### config.mk
export PLATFORM = sky130hd
export DESIGN_NAME = flash_cmd_seq
export DESIGN_NICKNAME = d
export VERILOG_FILES = /design/src/rtl/flash_seq_pkg.sv /design/src/rtl/fsq_bus_engine.sv /design/src/rtl/fsq_gap_timer.sv /design/src/rtl/fsq_poll_judge.sv /design/src/rtl/flash_cmd_seq.sv
export SDC_FILE = /design/constraint.sdc
export NUM_CORES = 1
export LEC_CHECK = 0
export BUFFER_PORTS_ARGS = -buffer_cell sky130_fd_sc_hd__buf_2
export CORE_MARGIN = 3
export CORE_UTILIZATION = 60
export CTS_BUF_LIST = sky130_fd_sc_hd__clkbuf_8
export DETAILED_ROUTE_END_ITERATION = 12
export PLACE_DENSITY_LB_ADDON = 0.3
export SYNTH_ARGS = -nofsm -noshare
export SYNTH_HDL_FRONTEND = slang
export SYNTH_SLANG_ARGS = --single-unit
### constraint.sdc
create_clock -name clk -period 2.3 [get_ports clk]
set_input_delay 0.46 -clock clk [delete_from_list [all_inputs] [get_ports clk]]
set_output_delay 0.46 -clock clk [all_outputs]
set_load 0.005 [all_outputs]
### src/rtl/flash_seq_pkg.sv
package flash_seq_pkg;

    typedef enum logic [2:0] {
        SQ_IDLE, SQ_CMD, SQ_CGAP, SQ_RDA, SQ_RDB, SQ_RST, SQ_RGAP, SQ_DONE
    } sq_state_e;

    typedef enum logic [1:0] {
        BE_IDLE, BE_SETUP, BE_STROBE, BE_HOLD
    } be_state_e;

    typedef enum logic {
        OP_PROGRAM = 1'b0,
        OP_ERASE   = 1'b1
    } sq_op_e;

    localparam logic [11:0] KEY_ADDR_HI   = 12'h555;
    localparam logic [11:0] KEY_ADDR_LO   = 12'h2AA;
    localparam logic [7:0]  CMD_KEY1      = 8'hAA;
    localparam logic [7:0]  CMD_KEY2      = 8'h55;
    localparam logic [7:0]  CMD_ERASE_ARM = 8'h80;
    localparam logic [7:0]  CMD_SECTOR_GO = 8'h30;
    localparam logic [7:0]  CMD_BYTE_PGM  = 8'hA0;
    localparam logic [7:0]  CMD_READ_MODE = 8'hF0;

    // One command write: either a fixed offset/code or the request's own address/data.
    typedef struct packed {
        logic        tgt_addr;
        logic        tgt_data;
        logic [11:0] offs;
        logic [7:0]  code;
    } sq_step_t;

    function automatic sq_step_t sq_step(sq_op_e op, logic [2:0] idx);
        sq_step_t s;
        s = '0;
        case (idx)
            3'd0: begin s.offs = KEY_ADDR_HI; s.code = CMD_KEY1; end
            3'd1: begin s.offs = KEY_ADDR_LO; s.code = CMD_KEY2; end
            3'd2: begin
                s.offs = KEY_ADDR_HI;
                s.code = (op == OP_ERASE) ? CMD_ERASE_ARM : CMD_BYTE_PGM;
            end
            3'd3: begin
                if (op == OP_ERASE) begin
                    s.offs = KEY_ADDR_HI; s.code = CMD_KEY1;
                end else begin
                    s.tgt_addr = 1'b1; s.tgt_data = 1'b1;
                end
            end
            3'd4: begin s.offs = KEY_ADDR_LO; s.code = CMD_KEY2; end
            default: begin s.tgt_addr = 1'b1; s.code = CMD_SECTOR_GO; end
        endcase
        return s;
    endfunction

    function automatic logic [2:0] sq_last_step(sq_op_e op);
        return (op == OP_ERASE) ? 3'd5 : 3'd3;
    endfunction

    function automatic int sq_gap_cycles(int mhz, int ns);
        int c;
        c = (mhz * ns + 999) / 1000;
        return (c < 1) ? 1 : c;
    endfunction

endpackage

### src/rtl/fsq_bus_engine.sv
module fsq_bus_engine
    import flash_seq_pkg::*;
#(
    parameter int ADDR_W  = 13,
    parameter int STB_CYC = 2
) (
    input  logic              clk,
    input  logic              rst,
    input  logic              go,
    input  logic              go_rd,
    input  logic [ADDR_W-1:0] go_addr,
    input  logic [7:0]        go_wdata,
    output logic              ack,
    output logic [7:0]        rd_byte,
    output logic [ADDR_W-1:0] fl_addr,
    output logic [7:0]        fl_wdata,
    input  logic [7:0]        fl_rdata,
    output logic              fl_we,
    output logic              fl_oe
);
    localparam int SCW = (STB_CYC > 1) ? $clog2(STB_CYC) : 1;
    localparam logic [SCW-1:0] SC_LAST = SCW'(STB_CYC - 1);

    be_state_e         st_q;
    logic [SCW-1:0]    scnt_q;
    logic              rd_q;
    logic [ADDR_W-1:0] addr_q;
    logic [7:0]        data_q;
    logic [7:0]        rbyte_q;

    always_ff @(posedge clk) begin
        if (rst) begin
            st_q    <= BE_IDLE;
            scnt_q  <= '0;
            rd_q    <= 1'b0;
            addr_q  <= '0;
            data_q  <= '0;
            rbyte_q <= '0;
        end else begin
            case (st_q)
                BE_IDLE: begin
                    if (go) begin
                        addr_q <= go_addr;
                        data_q <= go_wdata;
                        rd_q   <= go_rd;
                        st_q   <= BE_SETUP;
                    end
                end
                BE_SETUP: begin
                    scnt_q <= '0;
                    st_q   <= BE_STROBE;
                end
                BE_STROBE: begin
                    if (scnt_q == SC_LAST) begin
                        st_q <= BE_HOLD;
                        if (rd_q) rbyte_q <= fl_rdata;
                    end else begin
                        scnt_q <= scnt_q + 1'b1;
                    end
                end
                default: st_q <= BE_IDLE;
            endcase
        end
    end

    assign fl_addr  = addr_q;
    assign fl_wdata = data_q;
    assign fl_we    = (st_q == BE_STROBE) && !rd_q;
    assign fl_oe    = (st_q == BE_STROBE) && rd_q;
    assign ack      = (st_q == BE_HOLD);
    assign rd_byte  = rbyte_q;

    // checker: length of the current strobe run
    logic [15:0] run_q;
    always_ff @(posedge clk) begin
        if (rst) run_q <= '0;
        else if (fl_we || fl_oe) run_q <= run_q + 1'b1;
        else run_q <= '0;
    end


    strobe_excl_chk: assert property (@(posedge clk) disable iff (rst)
        !(fl_we && fl_oe));

    strobe_len_chk: assert property (@(posedge clk) disable iff (rst)
        ($fell(fl_we) || $fell(fl_oe)) |-> (run_q == 16'(STB_CYC)));

    addr_hold_chk: assert property (@(posedge clk) disable iff (rst)
        ((fl_we || fl_oe) && run_q != 0) |-> ($stable(fl_addr) && $stable(fl_wdata)));

    addr_after_chk: assert property (@(posedge clk) disable iff (rst)
        ($fell(fl_we) || $fell(fl_oe)) |-> ($stable(fl_addr) && $stable(fl_wdata)));

endmodule

### src/rtl/fsq_gap_timer.sv
module fsq_gap_timer #(
    parameter int GAP_CYC = 250
) (
    input  logic clk,
    input  logic rst,
    input  logic go,
    output logic fin
);
    localparam int CW = (GAP_CYC > 1) ? $clog2(GAP_CYC) : 1;

    logic [CW-1:0] cnt_q;
    logic          run_q;

    always_ff @(posedge clk) begin
        if (rst) begin
            cnt_q <= '0;
            run_q <= 1'b0;
        end else if (go) begin
            cnt_q <= CW'(GAP_CYC - 1);
            run_q <= 1'b1;
        end else if (run_q) begin
            if (cnt_q == '0) run_q <= 1'b0;
            else cnt_q <= cnt_q - 1'b1;
        end
    end

    assign fin = run_q && (cnt_q == '0);


    gap_restart_chk: assert property (@(posedge clk) disable iff (rst)
        go |-> !run_q);

endmodule

### src/rtl/fsq_poll_judge.sv
module fsq_poll_judge #(
    parameter int LIMIT = 1000000
) (
    input  logic       clk,
    input  logic       rst,
    input  logic       clear,
    input  logic       pair_valid,
    input  logic [7:0] first_b,
    input  logic [7:0] second_b,
    output logic       settle,
    output logic       expire
);
    localparam int CW = (LIMIT > 1) ? $clog2(LIMIT) : 1;
    localparam logic [CW-1:0] LAST = CW'(LIMIT - 1);

    logic [CW-1:0] tries_q;

    assign settle = ((first_b ^ second_b) == 8'h00);
    assign expire = pair_valid && !settle && (tries_q == LAST);

    always_ff @(posedge clk) begin
        if (rst || clear) tries_q <= '0;
        else if (pair_valid && !settle && !expire) tries_q <= tries_q + 1'b1;
    end


    tries_range_chk: assert property (@(posedge clk) disable iff (rst)
        32'(tries_q) < LIMIT);

    tries_step_chk: assert property (@(posedge clk) disable iff (rst)
        (!clear && !pair_valid) |=> $stable(tries_q));

endmodule

### src/rtl/flash_cmd_seq.sv
module flash_cmd_seq
    import flash_seq_pkg::*;
#(
    parameter int ADDR_W     = 13,
    parameter int STROBE_CYC = 2,
    parameter int CLK_MHZ    = 250,
    parameter int GAP_NS     = 1000,
    parameter int POLL_LIMIT = 1000000
) (
    input  logic              clk,
    input  logic              rst,
    input  logic              req_valid,
    input  logic              req_erase,
    input  logic [ADDR_W-1:0] req_addr,
    input  logic [7:0]        req_data,
    output logic              busy,
    output logic              done,
    output logic              timeout_err,
    output logic [ADDR_W-1:0] fl_addr,
    output logic [7:0]        fl_wdata,
    input  logic [7:0]        fl_rdata,
    output logic              fl_we,
    output logic              fl_oe
);
    localparam int GAP_CYC = sq_gap_cycles(CLK_MHZ, GAP_NS);
    localparam int MIN_QUIET = GAP_CYC + 4;

    sq_state_e         state_q;
    logic              launched_q;
    logic [2:0]        step_q;
    sq_op_e            op_q;
    logic [ADDR_W-1:0] addr_q;
    logic [7:0]        data_q;
    logic [7:0]        rda_q;
    logic              tmo_q;

    sq_step_t          cur_step;
    logic              bus_go, bus_rd, bus_ack, gap_go, gap_fin;
    logic [ADDR_W-1:0] bus_addr;
    logic [7:0]        bus_wdata, bus_rbyte;
    logic              accept, pair_valid, settle, expire;

    assign accept   = (state_q == SQ_IDLE) && req_valid;
    assign cur_step = sq_step(op_q, step_q);

    always_comb begin
        bus_rd    = 1'b0;
        bus_addr  = addr_q;
        bus_wdata = 8'h00;
        case (state_q)
            SQ_CMD: begin
                bus_addr  = cur_step.tgt_addr ? addr_q : ADDR_W'(cur_step.offs);
                bus_wdata = cur_step.tgt_data ? data_q : cur_step.code;
            end
            SQ_RDA, SQ_RDB: bus_rd = 1'b1;
            SQ_RST: bus_wdata = CMD_READ_MODE;
            default: ;
        endcase
    end

    assign bus_go = !launched_q && (state_q == SQ_CMD || state_q == SQ_RDA ||
                                    state_q == SQ_RDB || state_q == SQ_RST);
    assign gap_go = !launched_q && (state_q == SQ_CGAP || state_q == SQ_RGAP);
    assign pair_valid = (state_q == SQ_RDB) && bus_ack;

    fsq_bus_engine #(.ADDR_W(ADDR_W), .STB_CYC(STROBE_CYC)) bus_i (
        .clk(clk), .rst(rst), .go(bus_go), .go_rd(bus_rd),
        .go_addr(bus_addr), .go_wdata(bus_wdata),
        .ack(bus_ack), .rd_byte(bus_rbyte),
        .fl_addr(fl_addr), .fl_wdata(fl_wdata), .fl_rdata(fl_rdata),
        .fl_we(fl_we), .fl_oe(fl_oe)
    );

    fsq_gap_timer #(.GAP_CYC(GAP_CYC)) gap_i (
        .clk(clk), .rst(rst), .go(gap_go), .fin(gap_fin)
    );

    fsq_poll_judge #(.LIMIT(POLL_LIMIT)) judge_i (
        .clk(clk), .rst(rst), .clear(accept), .pair_valid(pair_valid),
        .first_b(rda_q), .second_b(bus_rbyte),
        .settle(settle), .expire(expire)
    );

    always_ff @(posedge clk) begin
        if (rst) begin
            state_q    <= SQ_IDLE;
            launched_q <= 1'b0;
            step_q     <= '0;
            op_q       <= OP_PROGRAM;
            addr_q     <= '0;
            data_q     <= '0;
            rda_q      <= '0;
            tmo_q      <= 1'b0;
        end else begin
            if (bus_go || gap_go) launched_q <= 1'b1;
            case (state_q)
                SQ_IDLE: begin
                    if (req_valid) begin
                        op_q    <= sq_op_e'(req_erase);
                        addr_q  <= req_addr;
                        data_q  <= req_data;
                        step_q  <= '0;
                        tmo_q   <= 1'b0;
                        state_q <= SQ_CMD;
                    end
                end
                SQ_CMD: if (bus_ack) begin
                    launched_q <= 1'b0;
                    state_q    <= SQ_CGAP;
                end
                SQ_CGAP: if (gap_fin) begin
                    launched_q <= 1'b0;
                    if (step_q == sq_last_step(op_q)) begin
                        state_q <= SQ_RDA;
                    end else begin
                        step_q  <= step_q + 1'b1;
                        state_q <= SQ_CMD;
                    end
                end
                SQ_RDA: if (bus_ack) begin
                    launched_q <= 1'b0;
                    rda_q      <= bus_rbyte;
                    state_q    <= SQ_RDB;
                end
                SQ_RDB: if (bus_ack) begin
                    launched_q <= 1'b0;
                    if (settle) begin
                        tmo_q   <= 1'b0;
                        state_q <= SQ_RST;
                    end else if (expire) begin
                        tmo_q   <= 1'b1;
                        state_q <= SQ_RST;
                    end else begin
                        state_q <= SQ_RDA;
                    end
                end
                SQ_RST: if (bus_ack) begin
                    launched_q <= 1'b0;
                    state_q    <= SQ_RGAP;
                end
                SQ_RGAP: if (gap_fin) begin
                    launched_q <= 1'b0;
                    state_q    <= SQ_DONE;
                end
                default: state_q <= SQ_IDLE;
            endcase
        end
    end

    assign busy        = (state_q != SQ_IDLE);
    assign done        = (state_q == SQ_DONE);
    assign timeout_err = done && tmo_q;

    // checker: quiet cycles since the last strobe and whether it was a write
    logic [15:0] quiet_q;
    logic        after_wr_q;
    always_ff @(posedge clk) begin
        if (rst) begin
            quiet_q    <= '0;
            after_wr_q <= 1'b0;
        end else begin
            if (fl_we || fl_oe) quiet_q <= '0;
            else if (quiet_q != 16'hFFFF) quiet_q <= quiet_q + 1'b1;
            if (fl_we) after_wr_q <= 1'b1;
            else if (fl_oe) after_wr_q <= 1'b0;
        end
    end


    write_gap_chk: assert property (@(posedge clk) disable iff (rst)
        ((fl_we || fl_oe) && quiet_q != 0 && after_wr_q) |-> (32'(quiet_q) >= MIN_QUIET));

    accept_busy_chk: assert property (@(posedge clk) disable iff (rst)
        (!busy && req_valid) |=> busy);

    done_pulse_chk: assert property (@(posedge clk) disable iff (rst)
        done |=> (!done && !busy));

    done_busy_chk: assert property (@(posedge clk) disable iff (rst)
        done |-> busy);

    tmo_with_done_chk: assert property (@(posedge clk) disable iff (rst)
        timeout_err |-> done);

    busy_freeze_chk: assert property (@(posedge clk) disable iff (rst)
        busy |=> ($stable(addr_q) && $stable(op_q) && $stable(data_q)));

    idle_quiet_chk: assert property (@(posedge clk) disable iff (rst)
        !busy |-> (!fl_we && !fl_oe));

endmodule

* After elaboration in Yosys (flattened, before gate mapping)
Cells that the tools add are included.
W data, S select, Z words.
** Operators by class
- Mux-type cells :: 48
- Bitwise gates (word level) :: 2
- Shift operators :: 0
- Reductions and logical operators :: 48
- Div/mod/pow operators :: 0
- Order comparisons :: 0
- Add/subtract/negate cells :: 4
- $mul :: 0
- Eq/ne operators :: 28
** Operators by type and width (number)
- $mux W3 :: 13
- $pmux W11 S3 :: 1
- $mux W8 :: 4
- $pmux W8 S4 :: 1
- $mux W13 :: 2
- $pmux W3 S7 :: 1
- $add A20 B1 Y20 const B :: 1
- $eq A20 B20 Y1 const B :: 1
- $ne A2 B2 Y1 const B :: 10
- $mux W19 :: 1
- $logic_not A8 Y1 :: 2
- $pmux W8 S2 :: 1
- $eq A3 B3 Y1 const B :: 5
- $mux W1 :: 13
- $eq A3 B2 Y1 const B :: 4
- $reduce_and A2 Y1 :: 6
- $logic_and A1 B1 Y1 :: 11
- $reduce_or A2 Y1 :: 5
- $mux W2 :: 4
- $pmux W1 S2 :: 4
- $reduce_and A4 Y1 :: 2
- $reduce_bool A2 Y1 :: 4
- $reduce_or A4 Y1 :: 2
- $sub A8 B1 Y8 const B :: 1
- other kinds (20) :: 31
** Word-level totals
- ROM bits :: 0
- Output and inout bits :: 26
- Bits of input ports :: 33
- Memory bits (writable) :: 0
- Memories :: 0
- Logic and storage cells :: 148
- Latch bits :: 0
- Register bits after elaboration :: 100

* Depth between registers and ports, before layout
- Word-level depth :: 9
- Mapped depth :: 10
- Gate-level depth less buffers :: 7

* By module
From an unflattened synthesis, not the netlist that was laid out.
** Second synthesis, totals
- Cell total of the unflattened synthesis :: 619
- Area, all modules :: 5027.3 µm²
** Modules (own cells, without submodules)
- flash_cmd_seq :: seq. area each 760.7 µm², area an instance 2023.2 µm², times used 1, cells each 268
- fsq_bus_engine :: seq. area each 660.6 µm², area an instance 1292.5 µm², times used 1, cells each 155
- fsq_poll_judge :: seq. area each 400.4 µm², area an instance 1169.9 µm², times used 1, cells each 137
- fsq_gap_timer :: seq. area each 180.2 µm², area an instance 541.8 µm², times used 1, cells each 59

* Worst setup path after synthesis
Ideal clock, no wire load.
- Kind :: reg-to-reg
- From :: register step_q[2]
- To :: register bus_i.addr_q[1], in the netlist bus_i.fl_addr[1]
- Buffers on the path :: 3
- Stages on the path, launching flop included :: 11
- Data arrival time :: 1.841 ns
- Period minus slack after synthesis :: 1.912 ns
- Setup time :: 0.070 ns
- Data required time :: 2.230 ns
- Setup slack :: 0.388 ns
- Cell sequence :: dfxtp_1 -> clkbuf_1 -> inv_1 -> ha_1 -> nand2b_1 -> buf_2 -> nor3b_2 -> and2_1 -> buf_2 -> o211ai_1 -> a21oi_1
** On the way
- Cells in the longest elaborated chain, start to end :: 5
- Elaborated cells on any way between the ends :: 12
- Those cells by class :: eq/ne (4); mux (4); reduce/logical (4)
** RTL lines
- start: declaration :: line flash_cmd_seq.sv:30 : logic [2:0] step_q;
- start signal: assignment :: line flash_cmd_seq.sv:116 : step_q <= step_q + 1'b1;
- $eq A3 B3 Y1 (tied with other cells) :: line flash_seq_pkg.sv:36 : case (idx)
- $reduce_or A4 Y1 (no source line) or $reduce_or A2 Y1 (tied branches)
- $pmux W1 S2 or $pmux W11 S3 (tied branches) :: line flash_seq_pkg.sv:36
- $mux W13 * :: line flash_cmd_seq.sv:52 : bus_addr = cur_step.tgt_addr ? addr_q : ADDR_W'(cur_step.offs);
- $mux W13 * :: line flash_cmd_seq.sv:50 : case (state_q)
- end signal: assignment :: line fsq_bus_engine.sv:43 : addr_q <= go_addr;
- end: declaration :: line fsq_bus_engine.sv:27 : logic [ADDR_W-1:0] addr_q;
Every way passes the cells marked *; elsewhere a longest branch is shown, timed or not.
A chain may end at the register's enable or synchronous reset.

* Worst setup path in the final report
- From :: register state_q[1]
- To :: output timeout_err
** On the way
- Cells in the longest elaborated chain, start to end :: 2
** RTL lines
- start: declaration :: line flash_cmd_seq.sv:28 : sq_state_e state_q;
- start signal: assignment :: line flash_cmd_seq.sv:86 : state_q <= SQ_IDLE;
- start signal: assignment :: line flash_cmd_seq.sv:104 : state_q <= SQ_CMD;
- start signal: assignment :: line flash_cmd_seq.sv:109 : state_q <= SQ_CGAP;
- $eq A3 B3 Y1 :: line flash_cmd_seq.sv:151 : assign done = (state_q == SQ_DONE);
- $logic_and A1 B1 Y1 :: line flash_cmd_seq.sv:152 : assign timeout_err = done && tmo_q;
- end: declaration :: line flash_cmd_seq.sv:18 : output logic timeout_err,
Every way passes these cells.

==> reports/qor.txt <==
outcome: finished clean
PD cells: 707 nW/um^2
asr flop ratio synth: 0
maximum VDD drop: 0.000487 V
Avg Inst Size Synth: 8.38 sq um
Setup violations, final: 0
port bufs: 58
final period utilization: 0.914
Crit Path Category: flop to primary output
max-slew violations: 0
Slew @ Worst Pin: 0.607 ns
first-pass iteration count of the detailed router: 5
max incr delay on CP: 0.59 ns
cell family contributing the most delay on the critical path: flip-flops
Hold Path End: addr_q[9]
Initial Util: 0.636
Reg clk slew, reported paths: 0.10 ns
Synth Cell Area: 4760 sq um
Post-synth EDFFs: 0
worst hold path type: input port to flop
Synth Area in Adders: 0.0289
type of origin of the critical path: flop
Max Clock Freq: 0.475 GHz
Top FF cell, synth: dfxtp_1
Syn. warnings: 0
Global Route Usage Sum: 0.254
R2R cell count: 7
Rel. slew slack: 0.592
clk buf depth: 2
vias in the first global route: 3954
max_cap viols: 0
total power: 3.75 mW
Inserted Diodes: 0
Root Buffer: clkbuf_8
Compound-Gate Fraction of Synth Area: 0.172
H-tree Lvls: 3
largest family of logic cells by synthesized area: simple AND/OR/NAND/NOR gates
RSZ-0062 raised after global routing: false
Syn Inst Count: 568
Layout Skew: 0.0125 ns
Die Wd: 95.1 um
vias post-DR: 4266
CTS tree: built
# DRC: 0
total clock buffers created by CTS: 9
gr ovfl total: 0
Simple-Gate Fraction of Synth Area: 0.255
Worst Hold Depth: 3
Layout area overhead: 11.6%
Die ar.: 9040 sq um
Arr. time, crit path: 1.64 ns
Critical path buffers and inverters: 2
largest net degree at the start of global routing: 35
Worst R2R Setup Slack: 0.26 ns
crit path cell chain: buf_4 > and3_1 > and2_1 > buf_2
crit path max-delay cell type: dfxtp_1
WP data required: 1.84 ns
number of synthesized register bits: 100
drt first-iter violations: 273
gpl congestion: 0.923
Routed WL: 11200 um
post-synthesis sequential area ratio: 0.421
FP Rows: 31
FF-to-FF End: bus_i.fl_addr[10]
R2R Path Start: step_q[0]
clk sinks: 100
synth unique cells: 63
Worst Setup End Kind: primary output
core box area: 7490 sq um
Setup TNS Final: 0 ns
Die Ht: 95.1 um
I/O Pins: 59
initial antenna violation count: 0
antenna-violating nets left: 0
syn_nets: 612
HP Start: req_addr[9]
Synth Area in XOR/XNOR: 0.0258
mux share of post-synthesis cell area: 0.0484
leakage: 2.22 nW
Via density: 5.93
Max FO, Critical Path: 10
CTS Hold Buffers Added: 0
layout cells sized above 1: 0.174
routed len/inst: 15.5 um
global-route wire length before repair: 18300 um
final HPWL from detailed placement: 8010 um
final worst path period need: 2.10 ns
Clock Latency Late Sink: 0.36 ns
Nets: 661
Hold Vio Cnt, Final: 0
routing by layer:
layer,part of all wire,up-vias,global-route usage
met5,0,-,0
met4,0.014,0,0.0865
met3,0.055,18,0.0450
met2,0.50,132,0.428
met1,0.44,2023,0.327
li1,-,2093,-
Yosys cell counts (all sizes together) (2+ instances only):
master,instances,share of area
and2,4,0.0053
mux2i,23,0.048
ha,11,0.029
or2,5,0.0066
and4b,3,0.0063
o2bb2ai,4,0.0074
inv,17,0.013
nand4,10,0.013
a21o,2,0.0032
or3,13,0.017
nor2,44,0.035
a22oi,2,0.0032
a31o,3,0.0055
o21ai,14,0.015
nor3,7,0.0074
buf,15,0.020
xor2,13,0.024
o211ai,14,0.022
nor4b,4,0.013
o2111ai,2,0.0037
nor2b,6,0.0079
nand2,106,0.084
a31oi,5,0.0097
nand3b,2,0.0032
nor4,4,0.0084
or4,4,0.0071
nand3,11,0.012
a21oi,63,0.066
o311ai,3,0.0055
a311oi,2,0.0050
nand2b,3,0.0039
dfxtp,100,0.42
and3,6,0.0079
and4,5,0.0092
clkbuf,19,0.015
what timing repair did:
action | CTS | global route
setup buffers | 0 | 0
gates resized for setup | 0 | 1
hold endpoints to repair | 0 | 0
setup endpoints to repair | 0 | 10
worst min-delay path, cell delays in order:
cell and delay, ns:
buf_2 0.09, nand2_1 0.04, a21oi_1 0.05
cell families (layout without fill, tap and decap cells):
logic type	after synthesis	after routing
AOI/OAI and AO/OA	128	128
muxes	23	23
xor gates and xnor gates	14	14
buffers and inverters	51	104
and+or+nand+nor	241	241
DFF	100	100
adders and majority gates	11	11
cells in the final DEF, fill, tap and decap left out, drive strengths merged, types with 3 or more instances in the layout:
master | Yosys | final
nand4 | 10 | 10
xor2 | 13 | 13
or2 | 5 | 5
clkbuf | 19 | 9
and2 | 4 | 4
nand2b | 3 | 3
and3 | 6 | 6
a31o | 3 | 3
buf | 15 | 72
dfxtp | 100 | 100
a31oi | 5 | 5
o21ai | 14 | 14
nor4 | 4 | 4
nand3 | 11 | 11
nand2 | 106 | 106
inv | 17 | 18
o211ai | 14 | 14
or4 | 4 | 4
nor2b | 6 | 6
ha | 11 | 11
or3 | 13 | 13
nor4b | 4 | 4
nor2 | 44 | 44
o311ai | 3 | 3
nor3 | 7 | 7
mux2i | 23 | 23
and4 | 5 | 5
and4b | 3 | 3
clkinv | 0 | 3
o2bb2ai | 4 | 4
a21oi | 63 | 63
registers in the layout, summed over array words and instances (netlist names), 2 cells and up:
name,cells
state_q,3
judge_i.tries_q,20
data_q,8
gap_i.cnt_q,8
bus_i.fl_addr,13
step_q,3
bus_i.st_q,2
addr_q,13
bus_i.fl_wdata,8
bus_i.rd_byte,8
rda_q,8
where the power goes:
group	switching, mW	total, mW	internal [mW]
Clock	0.595	1.09	0.499
Sequential	0.0957	1.94	1.85
Combinational	0.432	0.719	0.287
how the worst max path moves through the flow:
stage / startpoint / endpoint / slack [ns] / cells after the start
after floorplan: step_q[2] / bus_i.fl_addr[1] / 0.39 / 10
after global placement: step_q[0] / bus_i.fl_addr[12] / 0.31 / 7
after detailed placement: step_q[0] / bus_i.fl_addr[4] / 0.20 / 7
after CTS: step_q[0] / bus_i.fl_addr[10] / 0.17 / 7
after global routing: step_q[2] / bus_i.fl_addr[3] / 0.07 / 7
final: state_q[1] / timeout_err / 0.20 / 4
area by class of cell:
type | instances | area (sq um)
clock buffers | 9 | 124
inverters | 17 | 63.8
well taps | 99 | 124
repair buffers | 72 | 395
clock inverters | 6 | 65.1
fillers | 608 | 2180
flip-flops and latches | 100 | 2000
multi-input cells | 417 | 2540
per-stage QoR:
step | utilization | std cells | hold WS (ns) | worst slack, ns | area [sq um]
4_1_cts | 0.709 | 720 | 0.308 | 0.171 | 5310
6_report | 0.709 | 720 | 0.318 | 0.197 | 5310
3_5_place_dp | 0.684 | 705 | 0.441 | 0.197 | 5120
3_3_place_gp | 0.684 | 705 | 0.437 | 0.310 | 5120
5_1_grt | 0.709 | 720 | 0.306 | 0.0672 | 5310
2_1_floorplan | - | 568 | 0.432 | 0.388 | 4760
Power figures use the tool's default switching activity.
